<file path="config.mk">
export PLATFORM = sky130hd
export DESIGN_NAME = irq_line_timer
export DESIGN_NICKNAME = d
export VERILOG_FILES = /design/src/rtl/irqt_pkg.sv /design/src/rtl/irqt_prescaler.sv /design/src/rtl/irqt_down_counter.sv /design/src/rtl/irqt_ctrl.sv /design/src/rtl/irq_line_timer.sv
export SDC_FILE = /design/constraint.sdc
export NUM_CORES = 1
export LEC_CHECK = 0
export BUFFER_PORTS_ARGS = -buffer_cell sky130_fd_sc_hd__buf_2
export CORE_MARGIN = 2
export CORE_UTILIZATION = 30
export CTS_CLUSTER_SIZE = 25
export DETAILED_ROUTE_END_ITERATION = 7
export GPL_ROUTABILITY_DRIVEN = 0
export PLACE_DENSITY = 0.45
export SETUP_SLACK_MARGIN = 0.3
export SYNTH_ARGS = -nofsm -noshare
export SYNTH_HDL_FRONTEND = slang
export SYNTH_HIERARCHICAL = 1
export SYNTH_SLANG_ARGS = --single-unit
</file>
<file path="constraint.sdc">
create_clock -name clk -period 2.3 [get_ports clk]
set_input_delay 0.23 -clock clk [delete_from_list [all_inputs] [get_ports clk]]
set_output_delay 0.23 -clock clk [all_outputs]
set_load 0.1 [all_outputs]
</file>
<file path="src/rtl/irqt_pkg.sv">
package irqt_pkg;
   typedef enum logic [1:0] {
      SEL_LATCH = 2'd0,
      SEL_MODE  = 2'd1,
      SEL_OFF   = 2'd2,
      SEL_ON    = 2'd3
   } irqt_sel_e;

   typedef enum logic {
      MODE_LINE  = 1'b0,
      MODE_CYCLE = 1'b1
   } irqt_mode_e;
endpackage

</file>
<file path="src/rtl/irqt_prescaler.sv">
module irqt_prescaler #(
   parameter int DIV = 4
) (
   input  logic clk,
   input  logic rst_n,
   input  logic run,
   input  logic tick,
   output logic step
);
   localparam int PW = (DIV > 1) ? $clog2(DIV) : 1;
   localparam logic [PW-1:0] LAST = PW'(DIV - 1);

   logic [PW-1:0] pre_q;

   generate
      if ((DIV & (DIV - 1)) == 0) begin : g_pow2
         // counter wraps naturally at the power-of-two boundary
         assign step = run & tick & (&pre_q);
         always_ff @(posedge clk) begin
            if (!rst_n)
               pre_q <= '0;
            else if (run && tick)
               pre_q <= pre_q + 1'b1;
         end
      end else begin : g_cmp
         assign step = run & tick & (pre_q == LAST);
         always_ff @(posedge clk) begin
            if (!rst_n)
               pre_q <= '0;
            else if (run && tick)
               pre_q <= (pre_q == LAST) ? '0 : pre_q + 1'b1;
         end
      end
   endgenerate
endmodule

</file>
<file path="src/rtl/irqt_down_counter.sv">
module irqt_down_counter #(
   parameter int CNT_W = 9
) (
   input  logic             clk,
   input  logic             rst_n,
   input  logic             load,
   input  logic [CNT_W-1:0] load_val,
   input  logic             dec,
   output logic [CNT_W-1:0] cnt_q,
   output logic             underflow
);
   logic neg;

   assign neg       = cnt_q[CNT_W-1];
   assign underflow = dec & ~neg & (cnt_q == '0);

   always_ff @(posedge clk) begin
      if (!rst_n)
         cnt_q <= '0;
      else if (load)
         cnt_q <= load_val;
      else if (dec && !neg)
         cnt_q <= cnt_q - 1'b1;
   end
endmodule

</file>
<file path="src/rtl/irqt_ctrl.sv">
module irqt_ctrl
   import irqt_pkg::*;
#(
   parameter int DATA_W    = 8,
   parameter int CNT_W     = DATA_W + 1,
   parameter int LINE_W    = 9,
   parameter int LAST_LINE = 239
) (
   input  logic              clk,
   input  logic              rst_n,
   input  logic              wr_en,
   input  logic [1:0]        wr_reg,
   input  logic [DATA_W-1:0] wr_data,
   input  logic              line_tick,
   input  logic [LINE_W-1:0] line_num,
   input  logic              render_on,
   input  logic              step,
   input  logic              underflow,
   output logic              load,
   output logic [CNT_W-1:0]  load_val,
   output logic              dec,
   output logic [DATA_W-1:0] latch_q,
   output logic              mode_q,
   output logic              en_q,
   output logic              irq_q
);
   localparam int PAD = CNT_W - DATA_W;

   irqt_sel_e sel;
   logic      reload_q;
   logic      line_ev;
   logic      line_ok;
   logic      cyc_ev;

   assign sel     = irqt_sel_e'(wr_reg);
   assign line_ev = line_tick & (mode_q == MODE_LINE) & ~wr_en;
   assign line_ok = line_ev & render_on & (line_num <= LINE_W'(LAST_LINE));
   assign cyc_ev  = step & (mode_q == MODE_CYCLE) & ~wr_en;
   assign dec     = line_ok | cyc_ev;

   always_comb begin
      load     = 1'b0;
      load_val = {{PAD{1'b0}}, latch_q};
      if (wr_en) begin
         unique case (sel)
            SEL_LATCH: begin
               load     = reload_q;
               load_val = {{PAD{1'b0}}, wr_data};
            end
            SEL_MODE: load = 1'b1;
            default:  load = reload_q;
         endcase
      end
   end

   always_ff @(posedge clk) begin
      if (!rst_n) begin
         latch_q  <= '0;
         mode_q   <= MODE_LINE;
         en_q     <= 1'b0;
         reload_q <= 1'b0;
         irq_q    <= 1'b0;
      end else if (wr_en) begin
         unique case (sel)
            SEL_LATCH: latch_q <= wr_data;
            SEL_MODE: begin
               reload_q <= 1'b1;
               mode_q   <= wr_data[0];
            end
            SEL_OFF: begin
               en_q  <= 1'b0;
               irq_q <= 1'b0;
            end
            SEL_ON: en_q <= 1'b1;
         endcase
      end else if (line_ev) begin
         reload_q <= underflow & en_q;
         if (underflow && en_q)
            irq_q <= 1'b1;
      end else if (cyc_ev) begin
         if (underflow && en_q)
            irq_q <= 1'b1;
      end
   end
endmodule

</file>
<file path="src/rtl/irq_line_timer.sv">
module irq_line_timer #(
   parameter int DATA_W    = 8,
   parameter int LINE_W    = 9,
   parameter int LAST_LINE = 239,
   parameter int PRE_DIV   = 4
) (
   input  logic              clk,
   input  logic              rst_n,
   input  logic              wr_en,
   input  logic [1:0]        wr_reg,
   input  logic [DATA_W-1:0] wr_data,
   input  logic              cpu_tick,
   input  logic              line_tick,
   input  logic [LINE_W-1:0] line_num,
   input  logic              render_on,
   output logic              irq
);
   localparam int CNT_W = DATA_W + 1;

   generate
      if (PRE_DIV < 2) begin : g_bad_div
         $error("PRE_DIV must be at least 2");
      end
      if (LAST_LINE >= (1 << LINE_W)) begin : g_bad_line
         $error("LAST_LINE does not fit in LINE_W bits");
      end
      if (DATA_W < 1) begin : g_bad_data
         $error("DATA_W must be positive");
      end
   endgenerate

   logic              step;
   logic              load;
   logic [CNT_W-1:0]  load_val;
   logic              dec;
   logic              underflow;
   logic [CNT_W-1:0]  cnt_q;
   logic [DATA_W-1:0] latch_q;
   logic              mode_q;
   logic              en_q;
   logic              irq_q;

   irqt_prescaler #(.DIV(PRE_DIV)) u_pre (
      .clk  (clk),
      .rst_n(rst_n),
      .run  (mode_q),
      .tick (cpu_tick),
      .step (step)
   );

   irqt_ctrl #(
      .DATA_W   (DATA_W),
      .CNT_W    (CNT_W),
      .LINE_W   (LINE_W),
      .LAST_LINE(LAST_LINE)
   ) u_ctrl (
      .clk      (clk),
      .rst_n    (rst_n),
      .wr_en    (wr_en),
      .wr_reg   (wr_reg),
      .wr_data  (wr_data),
      .line_tick(line_tick),
      .line_num (line_num),
      .render_on(render_on),
      .step     (step),
      .underflow(underflow),
      .load     (load),
      .load_val (load_val),
      .dec      (dec),
      .latch_q  (latch_q),
      .mode_q   (mode_q),
      .en_q     (en_q),
      .irq_q    (irq_q)
   );

   irqt_down_counter #(.CNT_W(CNT_W)) u_cnt (
      .clk      (clk),
      .rst_n    (rst_n),
      .load     (load),
      .load_val (load_val),
      .dec      (dec),
      .cnt_q    (cnt_q),
      .underflow(underflow)
   );

   assign irq = irq_q;
endmodule

</file>
; ---- Word-level counts from Yosys, hierarchy flattened
; Cells that the tools add are included.
[totals]
reg_bits = 23
latch_bits = 0
ram_bits = 0
romBits = 0
inputBits = 25
out_inout_bits = 1
wordCells = 58
memories = 0
[classes]
addsub = 2
n_mul = 0
div = 0
order_cmp = 1
n_eq_ne = 4
n_shift = 0
muxes = 14
bitwise_logic = 15
reduce_logical = 15
[ops]
columns = operator, n
row1 = two-way mux 9 bit, 3
row2 = AND 1 bit, 11
row3 = AND reduction 2 bit, 5
row4 = "<= comparator 9 x 8 -> 1 bit, second input constant", 1
row5 = logical NOT 9 bit, 1
row6 = two-way mux 1 bit, 9
row7 = "subtractor 9 x 1 -> 9 bit, second input constant", 1
row8 = two-way mux 8 bit, 1
row9 = nonzero test 2 bit, 3
row10 = "== test 2 bit, second input constant", 2
row11 = logical AND 1 bit, 3
row12 = NOT 1 bit, 3
row13 = nonzero test 3 bit, 1
row14 = "adder 2 x 1 -> 2 bit, second input constant", 1
row15 = "== test 2 x 1 -> 1 bit, second input constant", 1
row16 = logical NOT 2 bit, 1
row17 = "!= test 2 x 1 -> 1 bit, second input constant", 1
row18 = one-hot mux 1 bit (2 select lines), 1
row19 = logical NOT 1 bit, 1
row20 = bitwise OR 1 bit, 1

; ---- Longest topological paths before layout
; Gate-level depths: netlist (run 1).
[depth]
ltp_word = 13
depth_mapped = 9
ltp_nobuf = 9

; ---- Cells and area by module
; The synthesis (run 1) kept the hierarchy.
[by_module_without_submodules]
columns = module, instances, cells_each, area_each_um2, seq_area_each_um2
row1 = irqt_down_counter, 1, 64, 559.3, 180.2
row2 = irqt_ctrl, 1, 56, 556.8, 240.2
row3 = irqt_prescaler, 1, 11, 98.8, 40.0

; ---- Least setup slack after synthesis (run 1)
; No wires, ideal clock.
[synth_timing]
kind = register to register
from = reg u_pre.pre_q[0]
to = reg u_cnt.cnt_q[3]
setup_ps = 74
t_arrival_ps = 1994
required_ps = 2226
slack_ps = 232
stages_incl_launch_ff = 8
path_buffers = 0
synth_period_minus_slack_ps = 2068
cell_sequence = dfxtp_1 ha_1 and3_2 nand2_1 a21oi_1 or4b_1 or3_2 a31oi_1
[synth_via]
elab_chain_cells = 7
[synth_rtl]
columns = item, line
row1 = "start, declared", irqt_prescaler.sv:13  ; logic [PW-1:0] pre_q;
row2 = "start signal, assigned", irqt_prescaler.sv:23  ; pre_q <= pre_q + 1'b1;
row3 = AND reduction 2 bit, irqt_prescaler.sv:18  ; assign step = run & tick & (&pre_q);
row4 = AND 1 bit, irqt_prescaler.sv:18
row5 = net step, irq_line_timer.sv:32  ; logic step;
row6 = AND 1 bit (2 in a row), irqt_ctrl.sv:38  ; assign cyc_ev = step & (mode_q == MODE_CYCLE) & ~wr_en;
row7 = bitwise OR 1 bit, irqt_ctrl.sv:39  ; assign dec = line_ok | cyc_ev;
row8 = net dec, irq_line_timer.sv:35  ; logic dec;
row9 = logical AND 1 bit, irqt_down_counter.sv:22  ; else if (dec && !neg)
row10 = nonzero test 2 bit (no source line), n/a
row11 = "end signal, assigned", irqt_down_counter.sv:21  ; cnt_q <= load_val;
row12 = "end signal, assigned", irqt_down_counter.sv:23  ; cnt_q <= cnt_q - 1'b1;
row13 = "end, declared", irqt_down_counter.sv:9  ; output logic [CNT_W-1:0] cnt_q,
; The timed path passes the listed nets, and every way through them passes these cells.
; A chain may end at the register's enable or synchronous reset.

; ---- Final worst setup path (run 1)
[layout_timing]
from = reg u_ctrl.mode_q
to = reg u_cnt.cnt_q[5]
[layout_via]
elab_chain_cells = 8
elab_cells_between_ends = 12
cone_classes = 10 x bitwise / 2 x reduce/logical
[layout_rtl]
columns = item, line
row1 = "start, declared", irqt_ctrl.sv:23  ; output logic mode_q,
row2 = "start signal, assigned", irqt_ctrl.sv:68  ; mode_q <= wr_data[0];
row3 = NOT 1 bit, irqt_ctrl.sv:36  ; assign line_ev = line_tick & (mode_q == MODE_LINE) & ~wr_en;
row4 = AND 1 bit (2 in a row), irqt_ctrl.sv:36
row5 = AND 1 bit (2 in a row), irqt_ctrl.sv:37  ; assign line_ok = line_ev & render_on & (line_num <= LINE_W'(LAST_LINE));
row6 = bitwise OR 1 bit (*), irqt_ctrl.sv:39
row7 = net dec, irq_line_timer.sv:35
row8 = logical AND 1 bit (*), irqt_down_counter.sv:22
row9 = nonzero test 2 bit (no source line) (*), n/a
; The timed path passes the listed nets; every way through them passes the cells marked *.

==> summary.txt, run 1 <==
Floorplanning
  – Die Footprint: 4570 um^2
  – Initial Util: 0.308
  – Core area: 3940 um^2
  – Die W: 67.6 um
  – Die height: 67.6 um
  – I/O pin count: 26
  – Cell Rows: 23

Synthesis
  – Fraction of registers with async set/reset: 0
  – Synth area leader: dfxtp_1
  – Post-synthesis cell type count: 48
  – Area contributors post-synth: dfxtp_1 (38%), mux2_2 (7.4%), and2_1 (5.7%)
  – Number of synthesized flops with an enable pin: 0
  – Synth warn: 6
  – Yosys reg bits: 23
  – Cell area after synthesis: 1210 um^2
  – Mapped Nets: 158
  – Share of the synthesized area in the top cell type: 0.379
  – Mean post-synth cell area: 9.27 um^2
  – Cells after Synth: 131
  – Register area share after synthesis: 0.379
  – Ys flop type: dfxtp_1

Finish
  – Fill cells: 406
  – Fin cells: 209
  – Fin area: 1510 um^2
  – Layout cell share with drive strength beyond 1: 0.371
  – Most frequent cells in the layout: buf_2 (21), dfxtp_1 (20), and2_1 (11)
  – Most common cell after layout, fill and taps aside: buf_2
  – Nets: 187
  – Diodes inserted: 0
  – Area growth from synthesis to layout: 24.6%

STA
  – Worst Clk Skew: 0.00975 ns
  – Final worst path period need: 2.00 ns
  – Final-report max-slew violation count: 0
  – Max frequency: 499 MHz
  – Final setup vio count: 0
  – Setup_tns: 0 ns
  – Final hold violations: 0
  – Fin crit share: 0.871
  – Worst hold slack: 0.217 ns
  – Unrepaired setup endpoints after global routing: true

Setup path
  – CP max stage delay: 0.51 ns
  – Slowest cell on crit path: or4b_4
  – CP Data Required Time: 2.49 ns
  – Crit path launch type: flip-flop
  – Critical path cell sequence: nor2b_2, nand4b_1, a21oi_4, or4b_4, or3b_1, a31oi_1
  – Critical path's top delay family: simple AND/OR/NAND/NOR gates
  – Worst-path maximum fanout: 6
  – Arrival time worst endpoint: 2.20 ns
  – Crit Path Class: flip-flop to flip-flop
  – Worst r2r src: u_ctrl/mode_q
  – Crit path capture type: flip-flop
  – WP buf/inv: 0
  – Setup crit start: u_ctrl/mode_q
  – Setup slack, reg-to-reg: 0.30 ns

GRT
  – Initial antenna violation count: 0
  – Global-route wire length before repair: 4770 um
  – Number of global-route vias before repair: 1067
  – Total gr overflow: 0
  – Total GRT Usage: 0.139
  – Pin count of the biggest net entering global routing: 26

CTS
  – Clk slew on worst S/H paths: 0.09 ns
  – Htree depth: 1
  – Clock root cell: clkbuf_8
  – CTS tree: done
  – Skew-Pair Late Insertion Delay: 0.27 ns
  – Clk sinks: 23
  – Hold_buf cts: 0
  – Num CTS Buffers: 3
  – Clk buf depth: 2

Worst hold path
  – Hold Path Class: input port to flip-flop
  – Worst hold path startpoint: wr_data[0]

Power
  – Flop pwr share: 0.524
  – Internal: 608 uW
  – Tot Pwr: 832 uW
  – Max VDD drop: 0.232 mV
  – Leak pwr: 0.604 nW
  – P per Cell Area: 549 nW/um^2
  – Reported net switching power: 223 uW
  – Clock share of power: 0.313
  – Sw Ratio: 0.268
  – Comb power frac: 0.163

Detailed routing
  – WL final: 2690 um
  – Starting DRT DRC Count: 19
  – Avg WL per Cell: 12.9 um
  – DR vias: 1043
  – Vias per inst: 4.99
  – DRC violations left: 0
  – Router iterations before antenna repair: 4
  – ANT nets after route: 0

Outcome
  – Status: completed

Placed design
  – Placed instance count: 200
  – Post-DP Area: 1360 um^2
  – Buffers on Ports: 21
  – Post-DP HPWL: 1940 um

Run
  – Max-Cap Viols: 0
[state kept, by name, summed over array words and instances (netlist names)]
name and cells:
u_ctrl/latch_q 8, u_ctrl/irq_q 1, u_ctrl/en_q 1, u_cnt/cnt_q 9, u_ctrl/mode_q 1, u_pre/pre_q 2, u_ctrl/reload_q 1
[metrics by stage]
stage / utilization / setup slack [ns]
2_1_floorplan: - / 0.300
3_3_place_gp: 0.346 / 0.246
3_5_place_dp: 0.346 / 0.180
4_1_cts: 0.369 / 0.307
5_1_grt: 0.384 / 0.166
6_report: 0.384 / 0.297
[tightest hold or removal path, cell delays in order]
cell and delay [ns]:
buf_2 0.09, mux2i_1 0.06, nor2_1 0.08
[per-layer routing]
| metal | routed length, um | vias to the layer above | GRT usage |
|---|---|---|---|
| met5 | 0 | - | 0 |
| met4 | 19 | 0 | 0.0612 |
| met3 | 114 | 2 | 0.0200 |
| met2 | 1330 | 24 | 0.246 |
| met1 | 1220 | 488 | 0.164 |
| li1 | - | 529 | - |
[logic make-up (layout without fill, tap and decap cells)]
family	count (synthesis)	after routing	share of synthesized area
buffers and inverters	11	39	0.0566
multiplexers	9	9	0.0824
AO/OA/AOI/OAI	31	31	0.167
other	1	1	0.00309
AND/OR/NAND/NOR	52	52	0.277
XOR/XNOR	2	2	0.0144
adder cells (fa/ha/maj)	2	2	0.0206
flip-flops	23	23	0.379
[what timing repair did]
item / 4_1_cts / 5_1_grt
buffers inserted: 1 / 4
gates resized for setup: 11 / 6
pin swaps: 7 / 7
setup endpoints to repair: 5 / 6
[worst paths after layout]
path / to / cells past startpoint
hold reg to reg: u_ctrl/en_q / 2
setup / recovery: u_cnt/cnt_q[5] / 6
setup reg to reg: u_cnt/cnt_q[5] / 6
hold / removal: u_ctrl/mode_q / 3
[area by class of cell]
class,count,area (um^2),share of cell area
Clock buffer,3,41.3,0.0273
Sequential cell,23,467,0.308
Inverter,6,22.5,0.0149
Timing Repair Buffer,29,165,0.109
Clock inverter,1,7.51,0.00496
Tap cell,50,62.6,0.0413
Multi-Input combinational cell,97,748,0.494
[power by group through the flow]
stage / Combinational [mW] / Clock, mW / Sequential, mW
6_report: 0.135 / 0.260 / 0.436
5_1_grt: 0.151 / 0.294 / 0.439
4_1_cts: 0.131 / 0.275 / 0.435
3_5_place_dp: 0.127 / 0 / 0.444
3_3_place_gp: 0.124 / 0 / 0.443
2_1_floorplan: 0.0915 / 0 / 0.439
[cell usage after synthesis (2+ instances only)]
cell type  count
dfxtp_1       23
and2_1        11
nand2_1        9
o21ai_0        9
mux2_2         8
inv_1          6
nand2b_1       5
a21oi_1        4
a31oi_1        4
nand3b_1       3
nor3_1         3
a21boi_0       2
ha_1           2
nand4_1        2
nand4b_1       2
nor2_1         2
nor2b_1        2
o21ai_1        2
o31ai_1        2
or3_1          2
(Power assumes the default switching activity.)
==> inputs of run 2 (changes only) <==
GPL_TIMING_DRIVEN = 0   (was not set)
REMOVE_ABC_BUFFERS = 1   (was not set)
==> summary.txt, run 2 (synthesized netlist as in run 1, its figures left out) <==
Outcome
  – Status: completed

Finish
  – Diodes inserted: 0 (unchanged)
  – Fin area: 1460 um^2 (-3.9%)
  – Max reg flops: 9 (unchanged)
  – Most common cell after layout, fill and taps aside: buf_2
  – Biggest register: u_cnt/cnt_q
  – Most frequent cells in the layout: buf_2 (21), dfxtp_1 (20), and2_1 (11)
  – Fill cells: 414 (+2.0%)
  – Area growth from synthesis to layout: 19.8%
  – Layout cell share with drive strength beyond 1: 0.335 (-0.0356)
  – FF/Latch Area: 467 um^2 (unchanged)
  – Nets: 183 (-2.1%)
  – Multi-input gate area: 722 um^2 (-3.5%)
  – Largest registers: u_cnt/cnt_q: 9 flops, u_ctrl/latch_q: 8 flops, u_pre/pre_q: 2 flops

CTS
  – CTS tree: done
  – Clk sinks: 23 (unchanged)
  – Clk slew on worst S/H paths: 0.09 ns (about the same)
  – Htree depth: 1 (unchanged)
  – Clock root cell: clkbuf_8
  – Skew-Pair Late Insertion Delay: 0.27 ns (about the same)
  – Clk buf depth: 2 (unchanged)
  – Num CTS Buffers: 3 (unchanged)

Power
  – Comb power frac: 0.156 (-0.007)
  – Leak pwr: 0.578 nW (-4.4%)
  – Sw Ratio: 0.269 (+0.000856)
  – Flop pwr share: 0.525 (about the same)
  – P per Cell Area: 568 nW/um^2 (+3.3%)
  – Max VDD drop: 0.263 mV (+13%)
  – Clock share of power: 0.319 (+0.006)
  – Internal: 604 uW (-0.79%)
  – Reported net switching power: 222 uW (-0.36%)

Detailed routing
  – Avg WL per Cell: 12.3 um (-4.7%)
  – DR vias: 979 (-6.1%)
  – Vias per inst: 4.78 (-4.3%)
  – WL final: 2510 um (-6.5%)
  – Starting DRT DRC Count: 29 (+10)
  – DRC violations left: 0 (unchanged)
  – Router iterations before antenna repair: 4 (unchanged)
  – ANT nets after route: 0 (unchanged)

Floorplanning
  – Die W: 67.6 um (unchanged)
  – Cell Rows: 23 (unchanged)
  – I/O pin count: 26 (unchanged)
  – Die height: 67.6 um (unchanged)
  – Initial Util: 0.308 (unchanged)
  – Die Footprint: 4570 um^2 (unchanged)
  – Core area: 3940 um^2 (unchanged)

Placed design
  – Buffers on Ports: 21 (unchanged)
  – Post-DP HPWL: 1770 um (-8.7%)
  – Post-DP Area: 1340 um^2 (-1.9%)

STA
  – Final-report max-slew violation count: 0 (unchanged)
  – Final setup vio count: 0 (unchanged)
  – Worst Clk Skew: 0.00198 ns (-0.00777 ns)
  – Final worst path period need: 1.92 ns (-0.0839 ns)
  – Slew margin rel.: 0.471
  – Final hold violations: 0 (unchanged)
  – Setup_tns: 0 ns (unchanged)
  – Fin crit share: 0.834 (-0.0365)
  – Max frequency: 521 MHz (+4.4%)
  – Unrepaired setup endpoints after global routing: false
  – Slew @ Worst Pin: 0.792 ns

GRT
  – Global-route wire length before repair: 3990 um (-16%)
  – Number of global-route vias before repair: 860 (-19%)
  – Total GRT Usage: 0.117 (-0.0215)
  – Pin count of the biggest net entering global routing: 26 (unchanged)
  – Initial antenna violation count: 0 (unchanged)
  – Total gr overflow: 0 (unchanged)

Setup path
  – Crit path capture type: flip-flop
  – CP max stage delay: 0.50 ns (about the same)
  – Crit path launch type: flip-flop
  – CP Data Required Time: 2.50 ns (about the same)
  – Critical path cell sequence: ha_1, and3_2, nand2_2, a21oi_4, or4b_4, or3_4, a31oi_1
  – Worst-path maximum fanout: 4 (-2)
  – Slowest cell on crit path: or4b_4
  – Setup slack, reg-to-reg: 0.38 ns (+0.08 ns)
  – Crit Path Class: flip-flop to flip-flop
  – Arrival time worst endpoint: 2.12 ns (-0.08 ns)

Worst hold path
  – Hold Path Class: input port to flip-flop

Run
  – Max-Cap Viols: 0 (unchanged)
## run 2: cell type report
type | instances | share of cell area
clock inverter | 1 | 0.00344
inverter | 6 | 0.0155
multi-input combinational | 97 | 0.496
sequential | 23 | 0.321
timing repair buffer | 25 | 0.0929
tap | 50 | 0.0430
clock buffer | 3 | 0.0284
## run 2: stage by stage
stage	power, mW	hold slack (ns)	setup slack, ns	util	cells
final	0.826	0.231	0.381	0.369	205
after global routing	0.869	0.241	0.312	0.369	205
after global placement	0.562	0.442	-0.134	0.339	197
after floorplan	0.519	0.347	0.232	-	126
after CTS	0.828	0.230	0.328	0.363	204
after detailed placement	0.565	0.446	-0.206	0.339	197
## run 2: timing repair
| item | 4_1_cts | 5_1_grt |
|---|---|---|
| endpoints found under the hold margin | 0 | 0 |
| resized for setup | 10 | 4 |
| hold buffers | 0 | 0 |
| setup buffers | 3 | 1 |
| pin swaps | 2 | 4 |
| setup endpoints to repair | 10 | 6 |
## run 2: power by group through the flow
stage | Clock (mW) | Combinational (mW) | Sequential [mW]
floorplan | 0 | 0.0800 | 0.439
global placement | 0 | 0.119 | 0.443
detailed placement | 0 | 0.122 | 0.442
CTS | 0.268 | 0.126 | 0.434
global route | 0.288 | 0.145 | 0.436
finish | 0.263 | 0.129 | 0.433
## run 2: metal layers
layer	global-route usage	wire, um
met5	0	0
met4	0.0383	19
met3	0.0250	78
met2	0.190	1110
met1	0.154	1310
## run 2: worst max-delay path: cells and delay by family, from the launching register on
| kind | cells | cell delay, ns |
|---|---|---|
| adders and majority gates | 1 | 0.13 |
| and+or+nand+nor | 4 | 1.08 |
| AOI/OAI and AO/OA | 2 | 0.30 |
| DFF | 1 | 0.34 |
## run 2: worst paths after layout
kind | end | from | depth (start not counted)
worst max-delay path | u_cnt/cnt_q[3] | u_pre/pre_q[0] | 7
worst min-delay path | u_ctrl/mode_q | wr_data[0] | 3
worst max register to register | u_cnt/cnt_q[3] | u_pre/pre_q[0] | 7
worst min register to register | u_ctrl/en_q | u_ctrl/en_q | 2
